==> src/rtl/adc_trn_pkg.sv <==
package adc_trn_pkg;
  localparam int REG_AW = 2;
  localparam int REG_DW = 8;

  localparam logic [REG_AW-1:0] ADR_CMD   = 2'd0;
  localparam logic [REG_AW-1:0] ADR_START = 2'd1;
  localparam logic [REG_AW-1:0] ADR_STEP  = 2'd2;
  localparam logic [REG_AW-1:0] ADR_PAT   = 2'd3;

  localparam logic [REG_DW-1:0] CMD_TAP_RESET = 8'h13;
  localparam logic [REG_DW-1:0] CMD_TRAIN     = 8'h40;

  localparam int STEP_BIT_A   = 0;
  localparam int STEP_BIT_B   = 1;
  localparam int STEP_BIT_CLK = 2;

  // strobes from control to the tap and checker datapaths
  typedef struct packed {
    logic tapRst;
    logic incClk;
    logic incA;
    logic incB;
    logic loadClk;
    logic seed;
    logic check;
    logic record;
    logic clearMap;
  } trnStb_t;

  typedef enum logic [2:0] {
    ST_IDLE, ST_SETTLE, ST_SEED, ST_CHECK, ST_RECORD, ST_EVAL, ST_FINISH
  } trnState_e;
endpackage

==> src/rtl/adc_trn_ctrl.sv <==
module adc_trn_ctrl
  import adc_trn_pkg::*;
#(
  parameter int TAP_W      = 5,
  parameter int CHECK_LEN  = 256,
  parameter int SETTLE_CYC = 4
) (
  input  logic              clk,
  input  logic              rstN,
  input  logic              regWrEn,
  input  logic [REG_AW-1:0] regAddr,
  input  logic [REG_DW-1:0] regWrData,
  input  logic              sampleValid,
  input  logic [TAP_W-1:0]  clkTap,
  input  logic [TAP_W-1:0]  centreTap,
  input  logic              noPass,
  output trnStb_t           stb,
  output logic [TAP_W-1:0]  loadVal,
  output logic              patMode,
  output logic              busy,
  output logic              done,
  output logic              fail
);
  localparam int TAP_MAX = (1 << TAP_W) - 1;
  localparam int CNT_MAX = (CHECK_LEN > SETTLE_CYC) ? CHECK_LEN : SETTLE_CYC;
  localparam int CNT_W   = $clog2(CNT_MAX + 1);

  trnState_e        state;
  logic [CNT_W-1:0] cnt;
  logic [TAP_W-1:0] startTap;

  logic idle, wrCmd, wrStep, isReset, isTrain, lastSample, settled, atTop;
  assign idle       = (state == ST_IDLE);
  assign wrCmd      = idle && regWrEn && (regAddr == ADR_CMD);
  assign wrStep     = idle && regWrEn && (regAddr == ADR_STEP);
  assign isReset    = wrCmd && (regWrData == CMD_TAP_RESET);
  assign isTrain    = wrCmd && (regWrData == CMD_TRAIN);
  assign lastSample = (cnt == CNT_W'(CHECK_LEN - 1));
  assign settled    = (cnt == CNT_W'(SETTLE_CYC - 1));
  assign atTop      = (clkTap == TAP_W'(TAP_MAX));
  assign busy       = !idle;

  always_comb begin
    stb     = '0;
    loadVal = startTap;
    unique case (state)
      ST_IDLE: begin
        stb.tapRst   = isReset;
        stb.incClk   = wrStep && regWrData[STEP_BIT_CLK];
        stb.incA     = wrStep && regWrData[STEP_BIT_A];
        stb.incB     = wrStep && regWrData[STEP_BIT_B];
        stb.loadClk  = isTrain;
        stb.clearMap = isTrain;
      end
      ST_SEED:   stb.seed  = sampleValid;
      ST_CHECK:  stb.check = sampleValid;
      ST_RECORD: begin
        stb.record = 1'b1;
        stb.incClk = !atTop;
      end
      ST_EVAL: begin
        stb.loadClk = 1'b1;
        loadVal     = noPass ? startTap : centreTap;
      end
      default: ;
    endcase
  end

  always_ff @(posedge clk) begin
    if (!rstN) begin
      state    <= ST_IDLE;
      cnt      <= '0;
      startTap <= '0;
      patMode  <= 1'b0;
      done     <= 1'b0;
      fail     <= 1'b0;
    end else begin
      unique case (state)
        ST_IDLE: begin
          if (regWrEn && regAddr == ADR_START) startTap <= regWrData[TAP_W-1:0];
          if (regWrEn && regAddr == ADR_PAT)   patMode  <= regWrData[0];
          if (isReset || isTrain) begin
            done <= 1'b0;
            fail <= 1'b0;
          end
          if (isTrain) begin
            state <= ST_SETTLE;
            cnt   <= '0;
          end
        end
        ST_SETTLE: begin
          if (settled) begin
            state <= ST_SEED;
            cnt   <= '0;
          end else begin
            cnt <= cnt + 1'b1;
          end
        end
        ST_SEED: if (sampleValid) begin
          state <= ST_CHECK;
          cnt   <= '0;
        end
        ST_CHECK: if (sampleValid) begin
          if (lastSample) state <= ST_RECORD;
          else            cnt   <= cnt + 1'b1;
        end
        ST_RECORD: begin
          state <= atTop ? ST_EVAL : ST_SETTLE;
          cnt   <= '0;
        end
        ST_EVAL: state <= ST_FINISH;
        ST_FINISH: begin
          done  <= 1'b1;
          fail  <= noPass;
          state <= ST_IDLE;
        end
        default: state <= ST_IDLE;
      endcase
    end
  end

  // a block of checked samples only ends in the record state
  a_r7_block_ends_in_record: assert property (@(posedge clk) disable iff (!rstN)
    (state == ST_CHECK && sampleValid && lastSample) |=> (state == ST_RECORD));
  // done only rises out of the finish state
  a_r10_done_from_finish: assert property (@(posedge clk) disable iff (!rstN)
    $rose(done) |-> ($past(state) == ST_FINISH));
endmodule

==> src/rtl/adc_trn_taps.sv <==
module adc_trn_taps
  import adc_trn_pkg::*;
#(
  parameter int TAP_W = 5
) (
  input  logic             clk,
  input  logic             rstN,
  input  trnStb_t          stb,
  input  logic [TAP_W-1:0] loadVal,
  output logic [TAP_W-1:0] clkTap,
  output logic [TAP_W-1:0] tapA,
  output logic [TAP_W-1:0] tapB,
  output logic             clkStb,
  output logic             stbA,
  output logic             stbB
);
  localparam int NUM_DATA = 2;
  localparam logic [TAP_W-1:0] TAP_TOP = TAP_W'((1 << TAP_W) - 1);

  logic unusedStb;
  assign unusedStb = ^{stb.seed, stb.check, stb.record, stb.clearMap};

  always_ff @(posedge clk) begin
    if (!rstN) begin
      clkTap <= '0;
      clkStb <= 1'b0;
    end else begin
      clkStb <= 1'b0;
      if (stb.tapRst) begin
        clkTap <= '0;
      end else if (stb.loadClk) begin
        clkTap <= loadVal;
      end else if (stb.incClk && clkTap != TAP_TOP) begin
        clkTap <= clkTap + 1'b1;
        clkStb <= 1'b1;
      end
    end
  end

  logic [TAP_W-1:0]    dTap [NUM_DATA];
  logic [NUM_DATA-1:0] dStb;
  logic [NUM_DATA-1:0] dInc;
  assign dInc = {stb.incB, stb.incA};

  for (genvar p = 0; p < NUM_DATA; p++) begin : g_data
    always_ff @(posedge clk) begin
      if (!rstN) begin
        dTap[p] <= '0;
        dStb[p] <= 1'b0;
      end else begin
        dStb[p] <= 1'b0;
        if (stb.tapRst) begin
          dTap[p] <= '0;
        end else if (dInc[p] && dTap[p] != TAP_TOP) begin
          dTap[p] <= dTap[p] + 1'b1;
          dStb[p] <= 1'b1;
        end
      end
    end

    // a data tap at the top stays there unless the reset code is applied
    a_r4_data_no_wrap: assert property (@(posedge clk) disable iff (!rstN)
      (dTap[p] == TAP_TOP && !stb.tapRst) |=> (dTap[p] == TAP_TOP));
    // a data step strobe always marks a +1 move
    a_r3_data_step_one: assert property (@(posedge clk) disable iff (!rstN)
      dStb[p] |-> (dTap[p] == TAP_W'($past(dTap[p]) + 1'b1)));
  end

  assign tapA = dTap[0];
  assign tapB = dTap[1];
  assign stbA = dStb[0];
  assign stbB = dStb[1];

  // the clock tap never wraps past the top
  a_r4_clk_no_wrap: assert property (@(posedge clk) disable iff (!rstN)
    (clkTap == TAP_TOP && !stb.tapRst && !stb.loadClk) |=> (clkTap == TAP_TOP));
  // a clock step strobe always marks a +1 move
  a_r3_clk_step_one: assert property (@(posedge clk) disable iff (!rstN)
    clkStb |-> (clkTap == TAP_W'($past(clkTap) + 1'b1)));
endmodule

==> src/rtl/adc_trn_checker.sv <==
module adc_trn_checker
  import adc_trn_pkg::*;
#(
  parameter int TAP_W = 5,
  parameter int SMP_W = 14
) (
  input  logic             clk,
  input  logic             rstN,
  input  trnStb_t          stb,
  input  logic             patMode,
  input  logic [SMP_W-1:0] patConst,
  input  logic [SMP_W-1:0] sampleIn,
  input  logic [TAP_W-1:0] tapIdx,
  output logic [TAP_W-1:0] centreTap,
  output logic             noPass
);
  localparam int NUM_TAPS = 1 << TAP_W;
  localparam int LEN_W    = TAP_W + 1;

  logic unusedStb;
  assign unusedStb = ^{stb.tapRst, stb.incClk, stb.incA, stb.incB, stb.loadClk};

  logic [NUM_TAPS-1:0] passMap;
  logic [SMP_W-1:0]    prevSmp;
  logic                errSeen;
  logic [SMP_W-1:0]    expSmp;

  assign expSmp = patMode ? patConst : prevSmp + SMP_W'(1);

  always_ff @(posedge clk) begin
    if (!rstN) begin
      prevSmp <= '0;
      errSeen <= 1'b0;
      passMap <= '0;
    end else begin
      if (stb.seed) begin
        prevSmp <= sampleIn;
        errSeen <= 1'b0;
      end else if (stb.check) begin
        prevSmp <= sampleIn;
        errSeen <= errSeen | (sampleIn != expSmp);
      end
      if (stb.clearMap)    passMap         <= '0;
      else if (stb.record) passMap[tapIdx] <= !errSeen;
    end
  end

  // longest run of passing taps; strict compare keeps the lowest run on a tie
  logic [LEN_W-1:0] curLen, bestLen, halfLen;
  logic [TAP_W-1:0] curStart, bestStart;
  always_comb begin
    curLen    = '0;
    bestLen   = '0;
    curStart  = '0;
    bestStart = '0;
    for (int i = 0; i < NUM_TAPS; i++) begin
      if (passMap[i]) begin
        if (curLen == '0) curStart = TAP_W'(i);
        curLen = curLen + 1'b1;
        if (curLen > bestLen) begin
          bestLen   = curLen;
          bestStart = curStart;
        end
      end else begin
        curLen = '0;
      end
    end
    halfLen = (bestLen - 1'b1) >> 1;
  end

  assign centreTap = bestStart + halfLen[TAP_W-1:0];
  assign noPass    = (passMap == '0);

  // a tap that saw an error is recorded as failing
  a_r7_error_fails_tap: assert property (@(posedge clk) disable iff (!rstN)
    (stb.record && errSeen && !stb.clearMap) |=> !passMap[$past(tapIdx)]);
endmodule

==> src/rtl/adc_eye_trainer.sv <==
module adc_eye_trainer
  import adc_trn_pkg::*;
#(
  parameter int TAP_W      = 5,
  parameter int SMP_W      = 14,
  parameter int CHECK_LEN  = 256,
  parameter int SETTLE_CYC = 4
) (
  input  logic              clk,
  input  logic              rstN,
  input  logic              regWrEn,
  input  logic [REG_AW-1:0] regAddr,
  input  logic [REG_DW-1:0] regWrData,
  input  logic              sampleValid,
  input  logic [SMP_W-1:0]  sampleIn,
  input  logic [SMP_W-1:0]  patConst,
  output logic [TAP_W-1:0]  clkTap,
  output logic [TAP_W-1:0]  dataTapA,
  output logic [TAP_W-1:0]  dataTapB,
  output logic              clkStepStb,
  output logic              dataStepStbA,
  output logic              dataStepStbB,
  output logic              trainBusy,
  output logic              trainDone,
  output logic              trainFail
);
  trnStb_t          stb;
  logic [TAP_W-1:0] loadVal, centreTap;
  logic             noPass, patMode;

  adc_trn_ctrl #(.TAP_W(TAP_W), .CHECK_LEN(CHECK_LEN), .SETTLE_CYC(SETTLE_CYC)) u_ctrl (
    .clk(clk), .rstN(rstN), .regWrEn(regWrEn), .regAddr(regAddr), .regWrData(regWrData),
    .sampleValid(sampleValid), .clkTap(clkTap), .centreTap(centreTap), .noPass(noPass),
    .stb(stb), .loadVal(loadVal), .patMode(patMode),
    .busy(trainBusy), .done(trainDone), .fail(trainFail)
  );

  adc_trn_taps #(.TAP_W(TAP_W)) u_taps (
    .clk(clk), .rstN(rstN), .stb(stb), .loadVal(loadVal),
    .clkTap(clkTap), .tapA(dataTapA), .tapB(dataTapB),
    .clkStb(clkStepStb), .stbA(dataStepStbA), .stbB(dataStepStbB)
  );

  adc_trn_checker #(.TAP_W(TAP_W), .SMP_W(SMP_W)) u_chk (
    .clk(clk), .rstN(rstN), .stb(stb), .patMode(patMode), .patConst(patConst),
    .sampleIn(sampleIn), .tapIdx(clkTap), .centreTap(centreTap), .noPass(noPass)
  );

  // data taps hold still during training
  a_r5_busy_holds_data: assert property (@(posedge clk) disable iff (!rstN)
    trainBusy |=> ($stable(dataTapA) && $stable(dataTapB)));
  // done and busy are never high together
  a_r10_done_not_busy: assert property (@(posedge clk) disable iff (!rstN)
    trainDone |-> !trainBusy);
  // fail is only reported with done
  a_r9_fail_with_done: assert property (@(posedge clk) disable iff (!rstN)
    trainFail |-> trainDone);
  // the reset code while idle zeroes all taps and clears done
  a_r2_reset_code: assert property (@(posedge clk) disable iff (!rstN)
    (regWrEn && regAddr == ADR_CMD && regWrData == CMD_TAP_RESET && !trainBusy)
    |=> (clkTap == '0 && dataTapA == '0 && dataTapB == '0 && !trainDone));
endmodule

==> config.mk <==
export PLATFORM = sky130hd
export DESIGN_NAME = adc_eye_trainer
export DESIGN_NICKNAME = d
export VERILOG_FILES = /design/src/rtl/adc_trn_pkg.sv /design/src/rtl/adc_trn_ctrl.sv /design/src/rtl/adc_trn_taps.sv /design/src/rtl/adc_trn_checker.sv /design/src/rtl/adc_eye_trainer.sv
export SDC_FILE = /design/constraint.sdc
export NUM_CORES = 1
export LEC_CHECK = 0
export BUFFER_PORTS_ARGS = -buffer_cell sky130_fd_sc_hd__clkbuf_2
export CORE_MARGIN = 2
export CORE_UTILIZATION = 55
export DETAILED_ROUTE_END_ITERATION = 8
export PLACE_DENSITY = 0.79
export SETUP_SLACK_MARGIN = 0.4
export SYNTH_ARGS = -nofsm -noshare
export SYNTH_HDL_FRONTEND = slang
export SYNTH_SLANG_ARGS = --single-unit
export TNS_END_PERCENT = 10
==> constraint.sdc <==
create_clock -name clk -period 53 [get_ports clk]
set_clock_uncertainty 0.1 [all_clocks]
set_input_delay 2.65 -clock clk [delete_from_list [all_inputs] [get_ports clk]]
set_output_delay 2.65 -clock clk [all_outputs]
set_load 0.03 [all_outputs]
==> impl_summary.txt, run 1 <==
----------------------------------------------------
[STA]
  Unrepaired setup endpoints after global routing ... no
  Number of hold violations in the final report ... 0
  Setup violations, final ... 0
  Final worst path period need ... 49.82 ns
  Worst slew margin ... 20.9%
  Highest attainable clock frequency ... 20.1 MHz
  Slew of the pin with the lowest slew margin ... 1.18 ns
  Final hold slack ... 0.383 ns
  Post-route clock period utilization ... 94.0%
  Final slew viol count ... 0

[Setup path]
  Launching instance or port of the critical path ... u_chk.passMap[0]
  Capture point of the critical path ... u_taps.clkTap[4]
  Worst EP required ... 53.12 ns
  Path depth of the worst reg2reg path ... 231
  Critical R2R Capture ... u_taps.clkTap[4]
  Kind of start point of the critical path ... flip-flop
  Sort of element at the end of the critical path ... flip-flop
  Largest incremental delay on the critical path ... 0.60 ns
  Register-to-register setup slack ... 3.18 ns
  CP Max Fanout ... 18
  Data arrival time of the critical path ... 49.94 ns
  Worst setup path category ... reg -> reg
  Worst reg2reg path startpoint ... u_chk.passMap[0]
  CP most frequent cell ... ha_1
  Cell with the largest stage delay on the worst path ... or4_1

[Power]
  Switching portion of total power ... 25.1%
  Total net switching power ... 35.8 uW
  Cell Pwr Density ... 6.71 nW/um2
  Internal ... 107 uW
  Total power consumption of the routed design ... 142 uW
  Leakage dissipation ... 9.06 nW
  Share of power burned in the clock network ... 48.0%
  Relative contribution of sequential cells to total power ... 46.7%
  Comb power frac ... 5.3%
  Maximum vdd ir drop ... 0.0000199 V

[Floorplanning]
  Core box area ... 35700 um2
  Io pins ... 63
  Starting density of the core ... 56.0%
  Die span in x ... 195 um
  Height of the die ... 195 um
  Number of rows in the core area ... 69
  Area of the die ... 37900 um2

[Synth]
  Number of library cell types mapped by synthesis ... 125
  Sequential-to-total area share from yosys stat ... 9.00%
  Async set-reset flop share out of synthesis ... 0%
  Main area contributors after synthesis ... ha_1 11%, dfxtp_1 7.5%, nand2_1 7.4%
  Most instantiated flip-flop cell in the synthesis netlist ... dfxtp_1
  Post-Syn Nets ... 3140
  Total of warnings raised by yosys ... 0
  Library cell occupying the most area in the post-synthesis netlist ... ha_1
  Synthesis-stage register bit count ... 85
  Instance count of the mapped netlist ... 2916
  Proportion of netlist area held by the largest area contributor ... 11.3%
  EDFF count, synth ... 10
  Netlist area before placement ... 20000 um2
  Average instance area after synthesis ... 6.86 um2

[Finish]
  Total of fill cells in the finished design ... 3281
  Final nets ... 3104
  Antenna diode count ... 0
  Area taken by multi-input logic gates ... 17200 um2
  Commonest cells after routing, fill and taps aside ... 392 x nand2_1, 246 x nor2_1, 185 x inv_1
  Layout Area Growth over Synthesis ... 6.14%
  Area of all sequential standard cells ... 1800 um2
  Most common cell after layout, fill and taps aside ... nand2_1
  Layout cells sized above 1 ... 9.84%

[Clocking]
  Max clock buf depth ... 2
  Cts bufs inserted ... 9
  CTS tree ... done
  H-tree depth ... 3
  Number of sinks on the clock net ... 85
  Register clock-pin slew on the reported worst setup and hold paths ... 0.08 ns
  Root Driver ... clkbuf_16
  Number of buffers inserted by hold repair at cts ... 0
  Clock latency at the later pin of the worst-skew pair ... 0.36 ns

[Global routing]
  Antenna violations before repair ... 0
  Pin count of the biggest net entering global routing ... 33
  Global-route total usage across every layer ... 28.6%
  Remaining global-route overflow ... 0
  Global-route wire length before repair ... 94300 um
  Vias in the first global route ... 19900

[Detailed routing]
  Vias after detailed routing ... 21500
  Via-per-instance ratio ... 6.44
  Drc violations ... 0
  Antenna violation net count after detailed routing ... 0
  TritonRoute pass-1 iters ... 5
  Detail-routed net length per standard cell ... 17.2 um
  Number of DRC markers in iteration 0 ... 2325
  Total detailed-routing wirelength ... 57600 um

[Placement]
  Weighted congestion reported at the end of routability-driven placement ... 0.963
  Post-detailed-placement half-perimeter wirelength ... 44200 um
  Number of buffers added on ports ... 62

[Min path]
  Type of the most critical hold path ... reg -> reg

[Status]
  Status ... finished, final reports clean

[Job]
  Number of max-capacitance violations reported ... 0

----------------------------------------------------
==> metrics by stage <==
| stage | TNS, ns | cells | worst slack (ns) | area, um2 | utilization [%] |
|---|---|---|---|---|---|
| 2_1_floorplan | 0 | 2916 | 4.34 | 20000 | - |
| 4_1_cts | 0 | 3330 | 0.421 | 20800 | 58.3 |
| 6_report | 0 | 3346 | 3.18 | 21200 | 59.4 |
| 5_1_grt | 0 | 3346 | 0.109 | 21200 | 59.4 |
| 3_5_place_dp | -6.87 | 3309 | -1.73 | 20400 | 57.2 |
| 3_3_place_gp | 0 | 3309 | 0.720 | 20400 | 57.2 |
==> kinds of logic after synthesis <==
group	after synthesis	synth area share, %
multiplexers	124	6.79
adder cells (fa/ha/maj)	186	11.6
other	1	0.0187
XOR/XNOR	206	9.08
AND/OR/NAND/NOR	1178	28.7
flip-flops	85	9.00
buffers and inverters	340	6.61
AO/OA/AOI/OAI	796	28.2
==> synthesized netlist by cell type, drive strengths merged (10+ instances only) <==
library cell and number:
nand2b 24, o211ai 51, inv 192, edfxtp 10, xnor2 136, nor3b 15, a41oi 11, ha 181
nand4 27, nand3b 19, a21o 39, xor2 69, clkbuf 118, buf 30, nor4 27, mux2 46
a21oi 176, o21a 24, o21ai 154, a211o 11, a22o 10, dfxtp 75, o21bai 11, nand3 108
a21boi 29, a31oi 37, o31ai 26, a211oi 57, or3 29, or2 23, mux2i 78, nor2b 40
and2 63, nor2 247, nor3 68, o311ai 22, nand2 397, o22ai 10, a22oi 14, and3 50
==> area by class of cell <==
class	instances	share of cell area (%)
flip-flops and latches	85	8.48
well taps	461	2.72
repair buffers	99	2.79
multi-input cells	2493	81.1
inverters	192	3.39
clock buffers	9	1.06
clock inverters	7	0.442
==> how the worst min path moves through the flow <==
| stage | from | to | slack, ns | cells after the start |
|---|---|---|---|---|
| after floorplan | u_chk.prevSmp[13] | u_chk.prevSmp[13] | 0.36 | 2 |
| after global placement | u_chk.prevSmp[13] | u_chk.prevSmp[13] | 0.37 | 2 |
| after detailed placement | u_chk.prevSmp[13] | u_chk.prevSmp[13] | 0.37 | 2 |
| after CTS | u_chk.prevSmp[13] | u_chk.prevSmp[13] | 0.38 | 2 |
| after global routing | u_chk.prevSmp[13] | u_chk.prevSmp[13] | 0.41 | 2 |
| final | u_chk.prevSmp[13] | u_chk.prevSmp[13] | 0.38 | 2 |
==> registers in the layout (all words and copies together), names as in the netlist <==
name	cells
u_chk.passMap	32
u_ctrl.done	1
u_ctrl.state	3
u_chk.errSeen	1
u_ctrl.cnt	9
u_taps.clkTap	5
u_taps.dTap	10
u_taps.clkStb	1
u_ctrl.patMode	1
u_taps.stbB	1
u_ctrl.fail	1
u_ctrl.startTap	5
u_chk.prevSmp	14
u_taps.stbA	1
==> critical path, delay by kind of cell (launching register included) <==
kind / cells / cell delay, ns
adder cells (fa/ha/maj): 32 / 9.92
buffers and inverters: 19 / 2.46
multiplexers: 20 / 5.26
AND/OR/NAND/NOR: 62 / 10.48
XOR/XNOR: 4 / 0.63
AO/OA/AOI/OAI: 94 / 20.40
flip-flops: 1 / 0.39
==> power groups by stage <==
stage	sequential [mW]	clock (mW)	combinational, mW
after floorplan	0.0686	0	0.00356
after global placement	0.0680	0	0.00739
after detailed placement	0.0680	0	0.00753
after CTS	0.0666	0.0687	0.00759
after global routing	0.0666	0.0712	0.00824
final	0.0666	0.0683	0.00757
==> repair_timing <==
| action | in CTS | in global routing |
|---|---|---|
| endpoints found under the setup margin | 5 | 5 |
| cloned | 0 | 2 |
| resized for setup | 11 | 67 |
| setup buffers | 5 | 14 |
| pin swaps | 3 | 9 |
==> routing by layer <==
metal	up-vias	wire [um]	GRT usage [%]
li1	10500	-	-
met1	10000	25300	38.2
met2	865	27300	49.3
met3	146	3690	2.55
met4	0	1280	7.32
met5	-	0	0
Power figures use the tool's default switching activity.
==> run 2: changes to the inputs <==
- SYNTH_HIERARCHICAL: default -> 1
==> run 2 against run 1 <==
Net effect:
- non-clock buffer count fell by 19
- fmax rose by 1.3%
- combinational power rose to 2.7 times the previous value
- final cell count fell by 11%
- design area fell by 14%
- synthesized cell count fell by 12%
- hold slack barely moved
- setup slack improved by 0.65 ns
- via count fell by 10%
- routed wire length fell by 12%
- flip-flop and latch count did not move
- clock power fell by 6.3%
- critical path type unchanged
- largest cell class unchanged
==> impl_summary.txt, run 2 <==
----------------------------------------------------
[Finish]
  Total of fill cells in the finished design ... 2964
  Layout Area Growth over Synthesis ... 4.91%
  Layout cells sized above 1 ... 9.41%
  Final nets ... 2739
  Most common cell after layout, fill and taps aside ... nand2_1
  Antenna diode count ... 0
  Final Instance Area ... 18300 um2
  Share of the core filled with cells ... 58.3%
  Number of non-filler instances in the completed layout ... 2985
  Registers with the highest flip-flop counts ... u_chk/passMap: 32 flops, u_chk/prevSmp: 14 flops, u_taps/dTap: 10 flops
  Commonest cells after routing, fill and taps aside ... 393 x nand2_1, 220 x nor2_1, 188 x a21oi_1
  Most flops, register ... u_chk/passMap
  Max FFs per register ... 32

[Placement]
  Post-detailed-placement half-perimeter wirelength ... 39000 um
  Placed standard-cell area ... 17800 um2
  Number of buffers added on ports ... 62
  Weighted congestion reported at the end of routability-driven placement ... 0.980
  Setup slack after placement ... 0.892 ns
  Number of placed instances, taps included ... 2956

[Floorplanning]
  Number of rows in the core area ... 65
  Core box area ... 31400 um2
  Starting density of the core ... 55.6%
  Io pins ... 63
  Area of the die ... 33100 um2
  Height of the die ... 182 um
  Die span in x ... 182 um

[Synth]
  Number of library cell types mapped by synthesis ... 130
  EDFF count, synth ... 10
  Library cell occupying the most area in the post-synthesis netlist ... dfxtp_1
  Average instance area after synthesis ... 6.78 um2
  Main area contributors after synthesis ... dfxtp_1 8.6%, nand2_1 8.5%, ha_1 8.5%
  Netlist area before placement ... 17400 um2
  Proportion of netlist area held by the largest area contributor ... 8.61%
  Instance count of the mapped netlist ... 2571
  Sequential-to-total area share from yosys stat ... 10.3%
  Most instantiated flip-flop cell in the synthesis netlist ... dfxtp_1
  Most frequent cells after synthesis ... 394 x nand2_1, 221 x nor2_1, 189 x a21oi_1
  Synthesis-stage register bit count ... 85
  Total of warnings raised by yosys ... 6
  Async set-reset flop share out of synthesis ... 0%
  Dominant cell by count in the synthesized netlist ... nand2_1

[Clocking]
  Max clock buf depth ... 2
  Register clock-pin slew on the reported worst setup and hold paths ... 0.07 ns
  H-tree depth ... 3
  Clock latency at the later pin of the worst-skew pair ... 0.35 ns
  Cts bufs inserted ... 9
  Number of buffers inserted by hold repair at cts ... 0
  CTS tree ... done
  Root Driver ... clkbuf_16
  Number of sinks on the clock net ... 85

[STA]
  Post-route clock period utilization ... 92.8%
  Highest attainable clock frequency ... 20.3 MHz
  Setup Total Neg Slack ... 0 ns
  Final slew viol count ... 0
  Unrepaired setup endpoints after global routing ... no
  Slew of the pin with the lowest slew margin ... 1.29 ns
  Final worst path period need ... 49.17 ns
  Worst slew margin ... 12.0%
  Number of hold violations in the final report ... 0
  Final worst setup slack ... 3.83 ns
  Setup violations, final ... 0
  Final hold slack ... 0.383 ns

[Setup path]
  Sort of element at the end of the critical path ... flip-flop
  Kind of start point of the critical path ... flip-flop
  Cell with the largest stage delay on the worst path ... or4_1
  Data arrival time of the critical path ... 49.33 ns
  Worst setup path category ... reg -> reg
  Worst EP required ... 53.17 ns
  Largest incremental delay on the critical path ... 0.74 ns
  CP Max Fanout ... 20
  CP most frequent cell ... ha_1

[Power]
  Leakage dissipation ... 7.29 nW
  Maximum vdd ir drop ... 0.0000224 V
  Comb power frac ... 13.5%
  Share of power burned in the clock network ... 42.5%
  Total power consumption of the routed design ... 151 uW
  Total net switching power ... 43.7 uW
  Cell Pwr Density ... 8.24 nW/um2
  Switching portion of total power ... 28.9%
  Internal ... 107 uW
  Relative contribution of sequential cells to total power ... 44.1%

[Min path]
  Type of the most critical hold path ... reg -> reg

[Detailed routing]
  Total detailed-routing wirelength ... 50700 um
  Vias after detailed routing ... 19300
  TritonRoute pass-1 iters ... 6
  Via-per-instance ratio ... 6.46
  Antenna violation net count after detailed routing ... 0
  Number of DRC markers in iteration 0 ... 1948
  Drc violations ... 0
  Detail-routed net length per standard cell ... 17.0 um

[Global routing]
  Antenna violations before repair ... 0
  Global-route total usage across every layer ... 29.0%
  Pin count of the biggest net entering global routing ... 34
  Remaining global-route overflow ... 0
  Vias in the first global route ... 17400
  Global-route wire length before repair ... 83500 um

[Job]
  Number of max-capacitance violations reported ... 0

[Status]
  Status ... finished, final reports clean

----------------------------------------------------
## run 2: cells by family (layout without fill, tap and decap cells)
kind of cell	Yosys count	count (layout)	synth area share (%)
flip-flops	85	85	10.3
XOR/XNOR	123	123	6.18
other	2	40	0.0431
adder cells (fa/ha/maj)	125	125	8.93
multiplexers	133	133	8.29
AO/OA/AOI/OAI	740	741	28.8
AND/OR/NAND/NOR	1116	1117	31.0
buffers and inverters	247	219	6.39
## run 2: final timing paths
path	depth (start not counted)	endpoint	from	slack, ns
worst max-delay path	217	u_taps/clkTap[4]	u_chk/passMap[1]	3.83
worst min-delay path	2	u_chk/prevSmp[10]	u_chk/prevSmp[10]	0.38
worst max register to register	217	u_taps/clkTap[4]	u_chk/passMap[1]	3.83
worst min register to register	2	u_chk/prevSmp[10]	u_chk/prevSmp[10]	0.38
## run 2: layout make-up
class,instances,area [um2],area share [%]
Inverter,123,462,2.52
Sequential cell,85,1800,9.85
Clock buffer,9,225,1.23
Timing Repair Buffer,80,445,2.43
Multi-Input combinational cell,2279,14800,80.8
Tap cell,402,503,2.75
Clock inverter,7,78.8,0.431
## run 2: power groups by stage
stage / clock network [mW] / registers [mW] / logic, mW
after floorplan: 0 / 0.0685 / 0.0134
after global placement: 0 / 0.0679 / 0.0184
after detailed placement: 0 / 0.0679 / 0.0189
after CTS: 0.0648 / 0.0664 / 0.0190
after global routing: 0.0673 / 0.0666 / 0.0224
final: 0.0640 / 0.0665 / 0.0203
## run 2: critical path: cells and delay by family, from the launching register on
family / cells / cell delay [ns]
XOR/XNOR: 3 / 0.53
adder cells (fa/ha/maj): 30 / 8.90
multiplexers: 15 / 4.49
AO/OA/AOI/OAI: 90 / 19.67
AND/OR/NAND/NOR: 65 / 13.56
flip-flops: 1 / 0.47
buffers and inverters: 14 / 1.28
## run 2: repair_timing
action	in CTS	in global routing
buffers inserted	0	11
resized for setup	0	22
endpoints found under the setup margin	0	5
## run 2: metal layers
metal	vias up	wire, um	global-route usage, %
met3	91	3570	2.93
met5	-	0	0
met1	8989	22500	39.2
met2	821	23800	49.7
met4	0	805	6.71
li1	9386	-	-
